===== src/rtl/irq_arb_pkg.sv =====
package irq_arb_pkg;

    // Action taken on the current level in a given cycle, in precedence order
    typedef enum logic [1:0] {
        OP_IDLE   = 2'd0,
        OP_RETURN = 2'd1,
        OP_WRITE  = 2'd2,
        OP_ACCEPT = 2'd3
    } lvl_op_e;

    // Return beats write, write beats accept
    function automatic lvl_op_e pick_op(input logic ret, input logic wr, input logic hit);
        if (ret)      return OP_RETURN;
        else if (wr)  return OP_WRITE;
        else if (hit) return OP_ACCEPT;
        return OP_IDLE;
    endfunction

endpackage


===== src/rtl/irq_prio_pick.sv =====
module irq_prio_pick #(
    parameter int unsigned NUM_LINES = 32,
    parameter int unsigned LVL_W     = 6,
    parameter int unsigned CODE_W    = 5
) (
    input  logic [NUM_LINES-1:0] req,
    input  logic                 enable,
    input  logic [LVL_W-1:0]     cur_lvl,
    output logic                 hit,
    output logic [CODE_W-1:0]    win_code,
    output logic [NUM_LINES-1:0] win_onehot
);
    logic [NUM_LINES-1:0] elig;

    // Per-line qualification: level of line g is g+1
    for (genvar g = 0; g < NUM_LINES; g++) begin : g_elig
        localparam logic [LVL_W-1:0] LINE_LVL = LVL_W'(g + 1);
        assign elig[g] = enable && req[g] && (LINE_LVL > cur_lvl);
    end

    // Highest index wins: later iterations override earlier ones
    always_comb begin
        hit      = 1'b0;
        win_code = '0;
        for (int i = 0; i < NUM_LINES; i++) begin
            if (elig[i]) begin
                hit      = 1'b1;
                win_code = CODE_W'(i);
            end
        end
    end

    assign win_onehot = hit ? (NUM_LINES'(1) << win_code) : '0;

endmodule


===== src/rtl/irq_level_stack.sv =====
module irq_level_stack #(
    parameter int unsigned DEPTH = 8,
    parameter int unsigned W     = 6
) (
    input  logic         clk,
    input  logic         rst,
    input  logic         push,
    input  logic         pop,
    input  logic [W-1:0] push_lvl,
    output logic [W-1:0] top_lvl,
    output logic         empty,
    output logic         full
);
    localparam int unsigned CNT_W = $clog2(DEPTH + 1);
    localparam int unsigned PTR_W = (DEPTH > 1) ? $clog2(DEPTH) : 1;

    logic [W-1:0]     slots [DEPTH];
    logic [CNT_W-1:0] fill;
    logic [PTR_W-1:0] wr_ptr;
    logic [PTR_W-1:0] rd_ptr;

    assign empty  = (fill == '0);
    assign full   = (fill == CNT_W'(DEPTH));
    assign wr_ptr = PTR_W'(fill);
    assign rd_ptr = PTR_W'(fill - CNT_W'(1));
    // Popping an empty stack yields level 0
    assign top_lvl = empty ? '0 : slots[rd_ptr];

    always_ff @(posedge clk) begin
        if (rst) begin
            fill <= '0;
        end else if (push && !full) begin
            fill <= fill + CNT_W'(1);
        end else if (pop && !empty) begin
            fill <= fill - CNT_W'(1);
        end
    end

    always_ff @(posedge clk) begin
        if (!rst && push && !full) begin
            slots[wr_ptr] <= push_lvl;
        end
    end

endmodule


===== src/rtl/irq_vec_arbiter.sv =====
module irq_vec_arbiter
    import irq_arb_pkg::*;
#(
    parameter int unsigned NUM_LINES   = 32,
    parameter int unsigned STACK_DEPTH = 8,
    parameter int unsigned ADDR_W      = 32,
    parameter int unsigned ENTRY_BYTES = 4,
    parameter int unsigned VEC_BASE    = 0,
    localparam int unsigned CODE_W     = $clog2(NUM_LINES),
    localparam int unsigned LVL_W      = $clog2(NUM_LINES + 1)
) (
    input  logic                 clk,
    input  logic                 rst,
    input  logic [NUM_LINES-1:0] req_i,
    input  logic                 int_en_i,
    input  logic                 prio_wr_i,
    input  logic [LVL_W-1:0]     prio_wdata_i,
    input  logic                 ret_i,
    output logic                 accept_o,
    output logic [NUM_LINES-1:0] ack_o,
    output logic [CODE_W-1:0]    vec_code_o,
    output logic [ADDR_W-1:0]    vec_addr_o,
    output logic [LVL_W-1:0]     cur_prio_o,
    output logic                 stack_err_o
);
    localparam int unsigned SHIFT = $clog2(ENTRY_BYTES);

    logic                 hit;
    logic [CODE_W-1:0]    win_code;
    logic [NUM_LINES-1:0] win_onehot;
    logic [LVL_W-1:0]     saved_lvl;
    logic                 stk_empty;
    logic                 stk_full;
    lvl_op_e              op;

    irq_prio_pick #(
        .NUM_LINES (NUM_LINES),
        .LVL_W     (LVL_W),
        .CODE_W    (CODE_W)
    ) u_pick (
        .req        (req_i),
        .enable     (int_en_i),
        .cur_lvl    (cur_prio_o),
        .hit        (hit),
        .win_code   (win_code),
        .win_onehot (win_onehot)
    );

    assign op = pick_op(ret_i, prio_wr_i, hit);

    irq_level_stack #(
        .DEPTH (STACK_DEPTH),
        .W     (LVL_W)
    ) u_stack (
        .clk      (clk),
        .rst      (rst),
        .push     (op == OP_ACCEPT),
        .pop      (op == OP_RETURN),
        .push_lvl (cur_prio_o),
        .top_lvl  (saved_lvl),
        .empty    (stk_empty),
        .full     (stk_full)
    );

    always_ff @(posedge clk) begin
        if (rst) begin
            cur_prio_o  <= '0;
            accept_o    <= 1'b0;
            ack_o       <= '0;
            vec_code_o  <= '0;
            vec_addr_o  <= ADDR_W'(VEC_BASE);
            stack_err_o <= 1'b0;
        end else begin
            accept_o <= (op == OP_ACCEPT);
            ack_o    <= (op == OP_ACCEPT) ? win_onehot : '0;
            unique case (op)
                OP_RETURN: cur_prio_o <= saved_lvl;
                OP_WRITE:  cur_prio_o <= prio_wdata_i;
                OP_ACCEPT: begin
                    cur_prio_o <= LVL_W'(win_code) + LVL_W'(1);
                    vec_code_o <= win_code;
                    vec_addr_o <= ADDR_W'(VEC_BASE) + (ADDR_W'(win_code) << SHIFT);
                    if (stk_full) stack_err_o <= 1'b1;
                end
                default: ;
            endcase
        end
    end

endmodule


===== config.mk =====
export PLATFORM = sky130hd
export DESIGN_NAME = irq_vec_arbiter
export DESIGN_NICKNAME = d
export VERILOG_FILES = /design/src/rtl/irq_arb_pkg.sv /design/src/rtl/irq_prio_pick.sv /design/src/rtl/irq_level_stack.sv /design/src/rtl/irq_vec_arbiter.sv
export SDC_FILE = /design/constraint.sdc
export NUM_CORES = 1
export LEC_CHECK = 0
export BUFFER_PORTS_ARGS = -buffer_cell sky130_fd_sc_hd__buf_2
export CAP_MARGIN = 20
export CORE_MARGIN = 1.5
export CORE_UTILIZATION = 40
export CTS_CLUSTER_SIZE = 40
export DETAILED_ROUTE_END_ITERATION = 8
export SLEW_MARGIN = 20
export SYNTH_ARGS = -nofsm -noshare
export SYNTH_HDL_FRONTEND = slang
export SYNTH_SLANG_ARGS = --single-unit

===== constraint.sdc =====
create_clock -name clk -period 3.58 [get_ports clk]
set_input_delay 0.716 -clock clk [delete_from_list [all_inputs] [get_ports clk]]
set_output_delay 0.716 -clock clk [all_outputs]
set_load 0.05 [all_outputs]

==> flow_metrics.env <==
export IMPL_peakVddDrop_v=0.000275
export IMPL_syn_to_final_growth_pct=19.8
export IMPL_hold_depth=2
export IMPL_multi_input_area_sq_mm=0.00226
export IMPL_p_seq_frac=0.344
export IMPL_n_antenna_cell=0
export IMPL_cp_buffers_inverters=1
export IMPL_fin_crit_ns=3.30
export IMPL_critical_path_most_common_cell="nor2_1"
export IMPL_cts_tree="yes"
export IMPL_yosys_register_bits=97
export IMPL_reg2regPathDepth=11
export IMPL_synth_warnings=0
export IMPL_r2r_start="cur_prio_o[0]$_SDFFE_PP0P_"
export IMPL_dpl_hpwl_um=9800
export IMPL_most_common_layout_cells="buf_2, nor2_1, dfxtp_1"
export IMPL_core_area_sq_mm=0.0121
export IMPL_setup_tns_ns=0
export IMPL_crit_chain="nand4bb_1, or3_1, a21boi_1, o22ai_1, a31oi_1, nor2_1, nor2_2, inv_1, ha_1, a211oi_2, nor2_1"
export IMPL_clk_pin_slew_ns=0.06
export IMPL_layout_worst_path_cycle_share=0.921
export IMPL_first_pass_iters=4
export IMPL_die_width_um=115
export IMPL_intPower_mw=2.50
export IMPL_antenna_found_initial=0
export IMPL_fillers=1146
export IMPL_p_per_area_mw_per_mm2=680
export IMPL_cts_resized_gates=0
export IMPL_synth_ff_type="dfxtp_1"
export IMPL_cp_top_family="simple AND/OR/NAND/NOR gates"
export IMPL_netSwitchingFraction=0.386
export IMPL_first_global_vias=3852
export IMPL_min_from="stack_err_o$_SDFFE_PP0P_"
export IMPL_m1WireLength_um=5690
export IMPL_hold_viol_final=0
export IMPL_worstMarginPinSlew_ns=0.860
export IMPL_seqCellArea_sq_mm=0.00242
export IMPL_grt_setup_unrepaired="no"
export IMPL_maxCapViolCount=0
export IMPL_drv_slew=0
export IMPL_place_congestion=0.908
export IMPL_wl_met2_um=6270
export IMPL_power_leakage_nw=2.50
export IMPL_grt_pass1_wl_um=20200
export IMPL_drtAntennaViolNets=0
export IMPL_crit_path_max_incr_delay_ns=0.63
export IMPL_design_area_sq_mm=0.00600
export IMPL_min_to="stack_err_o$_SDFFE_PP0P_"
export IMPL_avgSynthCellArea_sq_um=10.3
export IMPL_die_area_sq_mm=0.0132
export IMPL_skew_ns=0.00741
export IMPL_p_sw_mw=1.58
export IMPL_setup_worst_path_start_class="flip-flop"
export IMPL_nets=641
export IMPL_vias_per_cell=5.37
export IMPL_die_h_um=115
export IMPL_grt_max_degree=22
export IMPL_status="complete, no violations"
export IMPL_combinationalPowerShare=0.413
export IMPL_async_flop_share=0
export IMPL_synth_cells=484
export IMPL_netlist_area_sq_mm=0.00501
export IMPL_worstPathMaxFanout=15
export IMPL_initial_core_util=0.413
export IMPL_htreeDepth=3
export IMPL_top_layer="met4"
export IMPL_drt_iter0_markers=211
export IMPL_rrSetupSlack_ns=0.28
export IMPL_grt_total_usage=0.201
export IMPL_cts_sinks=97
export IMPL_root_buffer="clkbuf_16"
export IMPL_drc_errors=0
export IMPL_max_freq_ghz=0.303
export IMPL_vias=4095
export IMPL_io_buffers=92
export IMPL_drive_gt1_frac=0.291
export IMPL_clock_latency_ns=0.34
export IMPL_yosys_cell_types_count=81
export IMPL_final_common_cell="buf_2"
export IMPL_post_drt_wl_per_cell_um=17.0
export IMPL_ctsHoldBuffers=0
export IMPL_crit_required_ns=3.80
export IMPL_yosysSeqAreaShare=0.484
export IMPL_route_met3_wl_um=731
export IMPL_routed_wirelength_um=13000
export IMPL_synth_edf_count=48
export IMPL_r2r_end="cur_prio_o[2]$_SDFFE_PP0P_"
export IMPL_critical_path_slowest_cell="dfxtp_1"
export IMPL_holdWs_ns=0.474
export IMPL_maxSlewHeadroom=0.422
export IMPL_critPathArrivalTime_ns=3.52
export IMPL_cts_buffers=9
export IMPL_pwr_share_clk=0.244
export IMPL_criticalPathCategory="flip-flop to flip-flop"
export IMPL_hp_class="flip-flop to flip-flop"
export IMPL_placed_area_sq_mm=0.00567
export IMPL_clockBufferDepth=2
export IMPL_globalRoute_totalOverflow=0
export IMPL_placementRows=40
export IMPL_critical_path_endpoint_type="flip-flop"
export IMPL_total_power_mw=4.08
export IMPL_cts_setup_buffers=0
export IMPL_setup_viol=0
export IMPL_pin_count=120
-- per-stage QoR --
step                setup WS, ns  utilization  std cells
floorplan                  0.144            -        510
global placement           0.274        0.468        747
detailed placement         0.108        0.468        747
CTS                        0.262        0.495        763
global route              0.0288        0.495        763
finish                     0.283        0.495        763
-- worst register-to-register path: stages, from the launching register on --
cell and delay (ns):
dfxtp_1 0.63, nand4bb_1 0.32, or3_1 0.46, a21boi_1 0.23
o22ai_1 0.14, a31oi_1 0.28, nor2_1 0.09, nor2_2 0.25
inv_1 0.21, ha_1 0.34, a211oi_2 0.17, nor2_1 0.05
-- cell families after synthesis --
logic type,Yosys count,share of synthesized area
muxes,20,0.0700
DFF,97,0.484
adders and majority gates,8,0.0200
AOI/OAI and AO/OA,116,0.176
xor gates and xnor gates,2,0.00350
buffers and inverters,75,0.0850
and+or+nand+nor,165,0.161
other,1,0.000749
-- synth_stat cells, types with 3 or more instances --
| master | n | area share |
|---|---|---|
| mux2i_1 | 8 | 0.016 |
| clkbuf_1 | 12 | 0.0090 |
| nand3_1 | 7 | 0.0070 |
| o211a_1 | 3 | 0.0060 |
| a211oi_1 | 3 | 0.0045 |
| edfxtp_1 | 48 | 0.29 |
| a211oi_2 | 3 | 0.0075 |
| nor2_1 | 66 | 0.049 |
| or3_1 | 4 | 0.0050 |
| a31oi_1 | 7 | 0.0087 |
| buf_2 | 7 | 0.0070 |
| mux4_2 | 12 | 0.054 |
| nor2b_1 | 3 | 0.0037 |
| a2bb2oi_1 | 3 | 0.0052 |
| nand2b_1 | 7 | 0.0087 |
| buf_4 | 34 | 0.051 |
| o21ai_0 | 14 | 0.014 |
| o211ai_1 | 4 | 0.0060 |
| a21oi_1 | 24 | 0.024 |
| o31ai_1 | 3 | 0.0045 |
| a21boi_0 | 4 | 0.0060 |
| nor3_1 | 8 | 0.0080 |
| o22a_1 | 3 | 0.0052 |
| a21o_1 | 5 | 0.0075 |
| nand4_1 | 7 | 0.0087 |
| ha_1 | 8 | 0.020 |
| nand2_1 | 40 | 0.030 |
| dfxtp_1 | 49 | 0.20 |
| a221oi_1 | 3 | 0.0052 |
| o221ai_1 | 3 | 0.0052 |
| inv_1 | 20 | 0.015 |
-- routing by layer --
| layer | vias up | global-route usage |
|---|---|---|
| met5 | - | 0 |
| met3 | 22 | 0.0337 |
| met1 | 1960 | 0.265 |
| met2 | 170 | 0.334 |
| li1 | 1943 | - |
| met4 | 0 | 0.0741 |
-- flip-flops by register name, summed over array words and instances, names as in the netlist --
register / flops
stack_err_o: 1
accept_o: 1
cur_prio_o: 6
u_stack.fill: 4
u_stack.slots: 48
vec_code_o: 5
ack_o: 32
-- cell type report --
class | count | share of cell area
flip-flops and latches | 97 | 0.404
multi-input cells | 338 | 0.377
inverters | 20 | 0.0125
clock buffers | 13 | 0.0505
clock inverters | 3 | 0.00417
repair buffers | 124 | 0.117
well taps | 168 | 0.0350
-- power groups by stage --
stage          Combinational, mW  Clock [mW]  Sequential, mW
3_5_place_dp                1.67           0            1.42
2_1_floorplan               1.15           0            1.48
3_3_place_gp                1.66           0            1.42
4_1_cts                     1.68        1.01            1.40
6_report                    1.68       0.994            1.40
5_1_grt                     1.84        1.05            1.42
-- worst max-delay path by stage --
stage	start	cells past startpoint	slack (ns)	end
detailed placement	int_en_i	13	0.11	cur_prio_o[4]$_SDFFE_PP0P_
global route	cur_prio_o[0]$_SDFFE_PP0P_	11	0.03	cur_prio_o[2]$_SDFFE_PP0P_
floorplan	cur_prio_o[3]$_SDFFE_PP0P_	9	0.14	u_stack.slots[0][0]$_DFFE_PP_
global placement	int_en_i	13	0.27	cur_prio_o[4]$_SDFFE_PP0P_
finish	cur_prio_o[0]$_SDFFE_PP0P_	11	0.28	cur_prio_o[2]$_SDFFE_PP0P_
CTS	cur_prio_o[0]$_SDFFE_PP0P_	11	0.26	cur_prio_o[2]$_SDFFE_PP0P_
(Power assumes the default switching activity.)
